File: src/rtl/pwr_restore_pkg.sv
package pwr_restore_pkg;

  localparam int unsigned CFG_W      = 8;
  localparam int unsigned EN_BIT     = 7;
  localparam int unsigned POL_LSB    = 5;
  localparam int unsigned POL_W      = 2;

  typedef enum logic [POL_W-1:0] {
    POL_OFF  = 2'b00,
    POL_ON   = 2'b01,
    POL_PREV = 2'b10,
    POL_RSVD = 2'b11
  } restore_pol_e;

  typedef struct packed {
    logic         resume_en;
    restore_pol_e policy;
  } restore_cfg_t;

  function automatic logic [CFG_W-1:0] pack_cfg(input restore_cfg_t c);
    logic [CFG_W-1:0] v;
    v = '0;
    v[EN_BIT] = c.resume_en;
    v[POL_LSB +: POL_W] = c.policy;
    return v;
  endfunction

endpackage

File: src/rtl/pr_cfg_reg.sv
module pr_cfg_reg
  import pwr_restore_pkg::*;
(
  input  logic             clk,
  input  logic             rst_n,
  input  logic             wr,
  input  logic [CFG_W-1:0] wdata,
  input  logic             rd,
  output logic [CFG_W-1:0] rdata,
  output restore_cfg_t     cfg
);

  restore_cfg_t     cfg_q, cfg_d;
  logic [CFG_W-1:0] rdata_q, rdata_d;

  always_comb begin
    cfg_d = cfg_q;
    if (wr) begin
      cfg_d.resume_en = wdata[EN_BIT];
      cfg_d.policy    = restore_pol_e'(wdata[POL_LSB +: POL_W]);
    end
  end

  always_comb begin
    rdata_d = rdata_q;
    if (rd) rdata_d = pack_cfg(cfg_q);
  end

  always_ff @(posedge clk or negedge rst_n) begin
    if (!rst_n) begin
      cfg_q   <= '{resume_en: 1'b0, policy: POL_OFF};
      rdata_q <= '0;
    end else begin
      cfg_q   <= cfg_d;
      rdata_q <= rdata_d;
    end
  end

  assign cfg   = cfg_q;
  assign rdata = rdata_q;


  wr_load_chk: assert property (@(posedge clk) disable iff (!rst_n)
    wr |=> (cfg_q.policy == $past(wdata[POL_LSB +: POL_W])) &&
           (cfg_q.resume_en == $past(wdata[EN_BIT])));


  rsvd_read_chk: assert property (@(posedge clk) disable iff (!rst_n)
    rd |=> (rdata[POL_LSB-1:0] == '0));

endmodule

File: src/rtl/pr_state_keep.sv
module pr_state_keep (
  input  logic clk,
  input  logic rst_n,
  input  logic ac_good,
  input  logic sys_on,
  output logic saved_on
);

  logic saved_q, saved_d;

  always_comb begin
    saved_d = saved_q;
    if (ac_good) saved_d = sys_on;
  end

  always_ff @(posedge clk or negedge rst_n) begin
    if (!rst_n) saved_q <= 1'b0;
    else        saved_q <= saved_d;
  end

  assign saved_on = saved_q;


  outage_freeze_chk: assert property (@(posedge clk) disable iff (!rst_n)
    !ac_good |=> (saved_on == $past(saved_on)));

endmodule

File: src/rtl/pr_req_pulse.sv
module pr_req_pulse #(
  parameter int unsigned PULSE_LEN = 8
) (
  input  logic clk,
  input  logic rst_n,
  input  logic fire,
  input  logic abort,
  output logic req
);

  localparam int unsigned CNT_W = $clog2(PULSE_LEN + 1);
  localparam logic [CNT_W-1:0] LOAD_VAL = CNT_W'(PULSE_LEN);

  logic [CNT_W-1:0] cnt_q, cnt_d;
  logic             cnt_en;

  always_comb begin
    cnt_en = 1'b0;
    cnt_d  = cnt_q;
    if (abort) begin
      cnt_en = (cnt_q != '0);
      cnt_d  = '0;
    end else if (fire) begin
      cnt_en = 1'b1;
      cnt_d  = LOAD_VAL;
    end else if (cnt_q != '0) begin
      cnt_en = 1'b1;
      cnt_d  = cnt_q - 1'b1;
    end
  end

  always_ff @(posedge clk or negedge rst_n) begin
    if (!rst_n)      cnt_q <= '0;
    else if (cnt_en) cnt_q <= cnt_d;
  end

  assign req = (cnt_q != '0);


  cnt_range_chk: assert property (@(posedge clk) disable iff (!rst_n)
    cnt_q <= LOAD_VAL);


  abort_chk: assert property (@(posedge clk) disable iff (!rst_n)
    abort |=> !req);

endmodule

File: src/rtl/pwr_restore_ctrl.sv
module pwr_restore_ctrl
  import pwr_restore_pkg::*;
#(
  parameter int unsigned PULSE_LEN = 8
) (
  input  logic             clk,
  input  logic             rst_n,
  input  logic             ac_good,
  input  logic             sys_on,
  input  logic             reg_wr,
  input  logic [CFG_W-1:0] reg_wdata,
  input  logic             reg_rd,
  output logic [CFG_W-1:0] reg_rdata,
  output logic             pwr_on_req
);

  restore_cfg_t cfg;
  logic         saved_on;
  logic         ac_q, ac_d;
  logic         ac_rise;
  logic         pol_wants_on;
  logic         fire;

  pr_cfg_reg u_cfg (
    .clk   (clk),
    .rst_n (rst_n),
    .wr    (reg_wr),
    .wdata (reg_wdata),
    .rd    (reg_rd),
    .rdata (reg_rdata),
    .cfg   (cfg)
  );

  pr_state_keep u_keep (
    .clk      (clk),
    .rst_n    (rst_n),
    .ac_good  (ac_good),
    .sys_on   (sys_on),
    .saved_on (saved_on)
  );

  assign ac_d = ac_good;

  always_ff @(posedge clk or negedge rst_n) begin
    if (!rst_n) ac_q <= 1'b0;
    else        ac_q <= ac_d;
  end

  assign ac_rise = ac_good & ~ac_q;

  always_comb begin
    unique case (cfg.policy)
      POL_ON:   pol_wants_on = 1'b1;
      POL_PREV: pol_wants_on = saved_on;
      default:  pol_wants_on = 1'b0;
    endcase
  end

  assign fire = ac_rise & cfg.resume_en & pol_wants_on;

  pr_req_pulse #(.PULSE_LEN(PULSE_LEN)) u_pulse (
    .clk   (clk),
    .rst_n (rst_n),
    .fire  (fire),
    .abort (~ac_good),
    .req   (pwr_on_req)
  );


  req_after_rise_chk: assert property (@(posedge clk) disable iff (!rst_n)
    $rose(pwr_on_req) |-> $past(ac_good));


  req_needs_en_chk: assert property (@(posedge clk) disable iff (!rst_n)
    $rose(pwr_on_req) |-> $past(cfg.resume_en));


  req_policy_chk: assert property (@(posedge clk) disable iff (!rst_n)
    $rose(pwr_on_req) |-> ($past(cfg.policy) == POL_ON) || ($past(cfg.policy) == POL_PREV));

endmodule

File: config.mk
export PLATFORM = sky130hd
export DESIGN_NAME = pwr_restore_ctrl
export DESIGN_NICKNAME = d
export VERILOG_FILES = /design/src/rtl/pwr_restore_pkg.sv /design/src/rtl/pr_cfg_reg.sv /design/src/rtl/pr_state_keep.sv /design/src/rtl/pr_req_pulse.sv /design/src/rtl/pwr_restore_ctrl.sv
export SDC_FILE = /design/constraint.sdc
export NUM_CORES = 1
export LEC_CHECK = 0
export BUFFER_PORTS_ARGS = -buffer_cell sky130_fd_sc_hd__buf_4
export CAP_MARGIN = 15
export CORE_MARGIN = 5
export CORE_UTILIZATION = 30
export DETAILED_ROUTE_END_ITERATION = 12
export SLEW_MARGIN = 40
export SYNTH_ARGS = -nofsm -noshare
export SYNTH_HDL_FRONTEND = slang
export SYNTH_SLANG_ARGS = --single-unit
export TNS_END_PERCENT = 30
File: constraint.sdc
create_clock -name clk -period 1.7 [get_ports clk]
set_clock_uncertainty 0.1 [all_clocks]
set_input_delay 0.425 -clock clk [delete_from_list [all_inputs] [get_ports clk]]
set_output_delay 0.425 -clock clk [all_outputs]
set_load 0.005 [all_outputs]
==> impl_metrics.json <==
{
  "cp-start-kind": "flop",
  "max_clock_freq_mhz": 561,
  "dp_hpwl_um": 864,
  "violations": "negative setup slack",
  "grt_pass1_vias": 459,
  "synth_cell_types": 18,
  "track_usage_pct": 10.0,
  "synthMuxAreaShare_pct": 9.43,
  "intPower_uw": 873,
  "worstHoldPathType": "input pin to flop",
  "cts_tree": "yes",
  "start_util_pct": 31.1,
  "gp_congestion": 0.693,
  "pre_cts_slack_ns": 0.0326,
  "drc": 0,
  "yosys_warnings": 0,
  "status": "complete, but fails checks",
  "diodes": 0,
  "drt_first_pass_iters": 2,
  "drt-total-wl_um": 1250,
  "period_share_pct": 105,
  "path_delay_family": "flip-flops",
  "switchingPower_uw": 393,
  "die_h_um": 54.6,
  "synth-xor-area-share_pct": 1.47,
  "yosys.area_share.simple_pct": 14.5,
  "die_w_um": 54.6,
  "synthAdderAreaFrac_pct": 8.39,
  "swShare_pct": 31.0,
  "avgRoutedWirePerCell_um": 11.6,
  "p_clk_share_pct": 13.3,
  "clkLatencyLatePin_ns": 0.27,
  "numCtsBuffers": 3,
  "grt_pass1_wl_um": 2040,
  "dieArea_um2": 2980,
  "seq_area_frac_synth_pct": 50.3,
  "powerDensity_nw_per_um2": 1460,
  "finalNonFillerCells": 107,
  "root_buffer": "clkbuf_4",
  "slowest_stage": "dfrtp_1",
  "nets": 100,
  "fp-row-count": 16,
  "arrival_ns": 1.26,
  "path_cells": "inv_2 > ha_4 > nor3b_4 > inv_2 > buf_6",
  "clk_path_buf_depth": 2,
  "slowest_delay_ns": 0.39,
  "rsz0062_at_grt": "true",
  "grt_max_degree": 13,
  "fillerInstances": 193,
  "overflow": 0,
  "report.final.slew_viol_count": 0,
  "routed-via-count": 464,
  "drive_above_1_share_pct": 53.8,
  "layout_commonest_cell": "buf_4",
  "synth.cell_area_um2": 597,
  "syn_avg_cell_area_um2": 11.5,
  "pwr-share-comb_pct": 55.2,
  "setup_slack_ns": -0.0810,
  "clock_sinks": 12,
  "syn2layout_area_growth_pct": 45.1,
  "io_pins": 23,
  "cp_common_cell": "inv_2",
  "io_buffers": 12,
  "dp_cells": 93,
  "synth-seq-cells": 12,
  "clkTransAtPathRegs_ns": 0.07,
  "worstMarginPinSlew_ns": 0.490,
  "p_seq_share_pct": 31.5,
  "core_area_um2": 1920,
  "postSynthCellCount": 52,
  "critical_path_class": "flop to output port",
  "synth_top_area_share_pct": 50.3,
  "synth_area_leaders": "dfrtp_1, mux2_2, ha_1",
  "crit_required_ns": 1.17,
  "synth_compound_area_share_pct": 5.87,
  "ir_drop_v": 0.000616,
  "critPathMaxFanout": 2,
  "end_kind": "output port",
  "synth_top_cell_by_area": "dfrtp_1",
  "final_cell_mix": "buf_4, dfrtp_1, mux2_2, conb_1, nand2_1",
  "finalHoldViolCount": 0,
  "htreeDepth": 1,
  "slew_headroom_pct": 67.1,
  "power.leakage_nw": 0.419,
  "finalSetupViolCount": 1,
  "path_buf_inv": 3,
  "ant_nets": 0,
  "fin_util_pct": 45.1,
  "via_per_inst": 4.34,
  "min_period_ns": 1.78,
  "antenna_found_initial": 0,
  "max_cap_viol_count": 0,
  "drt_iter0_markers": 3,
  "synth_top_family_by_area": "simple AND/OR/NAND/NOR gates"
}
-- cell families after synthesis --
group | Yosys count
and+or+nand+nor | 13
buffers and inverters | 10
other | 1
AOI/OAI and AO/OA | 6
adders and majority gates | 4
DFF | 12
xor gates and xnor gates | 1
muxes | 5
-- state kept, by name, summed over array words and instances, names as in the netlist --
signal / cells
u_keep.saved_on: 1
u_cfg.rdata: 3
u_pulse.cnt_q: 4
ac_q: 1
u_cfg.cfg: 3
-- final timing paths --
kind	startpoint	endpoint	slack [ns]	cells past startpoint
worst min-delay path	ac_good	ac_q$_DFF_PN0_	0.24	1
worst max register to register	u_pulse.cnt_q[0]$_DFFE_PN0P_	u_pulse.cnt_q[0]$_DFFE_PN0P_	0.02	10
worst min register to register	u_cfg.rdata[7]$_DFFE_PN0P_	u_cfg.rdata[7]$_DFFE_PN0P_	0.42	1
worst max-delay path	u_pulse.cnt_q[0]$_DFFE_PN0P_	pwr_on_req	-0.08	5
max in group asynchronous	rst_n	u_pulse.cnt_q[1]$_DFFE_PN0P_	0.92	2
min in group asynchronous	rst_n	u_cfg.cfg[2]$_DFFE_PN0P_	0.42	2
-- power by group through the flow --
stage | Sequential [mW] | Clock (mW) | Combinational (mW)
6_report | 0.398 | 0.168 | 0.699
5_1_grt | 0.407 | 0.190 | 0.766
4_1_cts | 0.398 | 0.175 | 0.592
3_5_place_dp | 0.393 | 0 | 0.397
3_3_place_gp | 0.392 | 0 | 0.385
2_1_floorplan | 0.387 | 0 | 0.228
-- through the flow --
| stage | hold slack (ns) | instance area, µm² | setup TNS [ns] | power, mW |
|---|---|---|---|---|
| after detailed placement | 0.176 | 721 | 0 | 0.790 |
| after global routing | 0.228 | 866 | -0.247 | 1.36 |
| after CTS | 0.231 | 833 | -0.0743 | 1.16 |
| after global placement | 0.172 | 721 | 0 | 0.777 |
| final | 0.238 | 866 | -0.0810 | 1.27 |
| after floorplan | 0.0294 | 612 | 0 | 0.615 |
-- synth_stat cells --
cell and count:
a21oi_1 3, a311o_1 1, buf_4 5, conb_1 1, dfrtp_1 12, ha_1 4, inv_1 5, mux2_2 5
nand2_1 5, nand3_1 2, nand3b_1 1, nor2_1 1, nor3b_1 1, nor4_2 1, nor4b_2 1, o21ai_0 2
or3_4 1, xor2_1 1
-- layout make-up --
cell class | count | area [µm²] | area share [%]
Multi-Input combinational cell | 34 | 285 | 32.9
Sequential cell | 12 | 300 | 34.7
Timing Repair Buffer | 26 | 205 | 23.7
Clock buffer | 3 | 22.5 | 2.60
Tap cell | 27 | 33.8 | 3.90
Inverter | 5 | 18.8 | 2.17
-- routing by layer --
metal	share of wire (%)	up-vias	global-route usage, %
li1	-	226	-
met1	44	219	11.3
met2	49	17	16.7
met3	6.3	2	3.27
met4	1.3	0	4.98
met5	0	-	0
-- worst register-to-register path: cells and delay by family, from the launching register on --
family | cells | cell delay (ns)
and+or+nand+nor | 2 | 0.21
AOI/OAI and AO/OA | 1 | 0.06
DFF | 1 | 0.36
adders and majority gates | 1 | 0.16
buffers and inverters | 6 | 0.66
-- timing repair --
action | 4_1_cts | 5_1_grt
hold buffers | 1 | 0
buffers inserted | 7 | 3
endpoints found under the hold margin | 12 | 0
pin swaps | 1 | 1
endpoints found under the setup margin | 1 | 1
gates resized for setup | 7 | 4
Power figures use the tool's default switching activity.
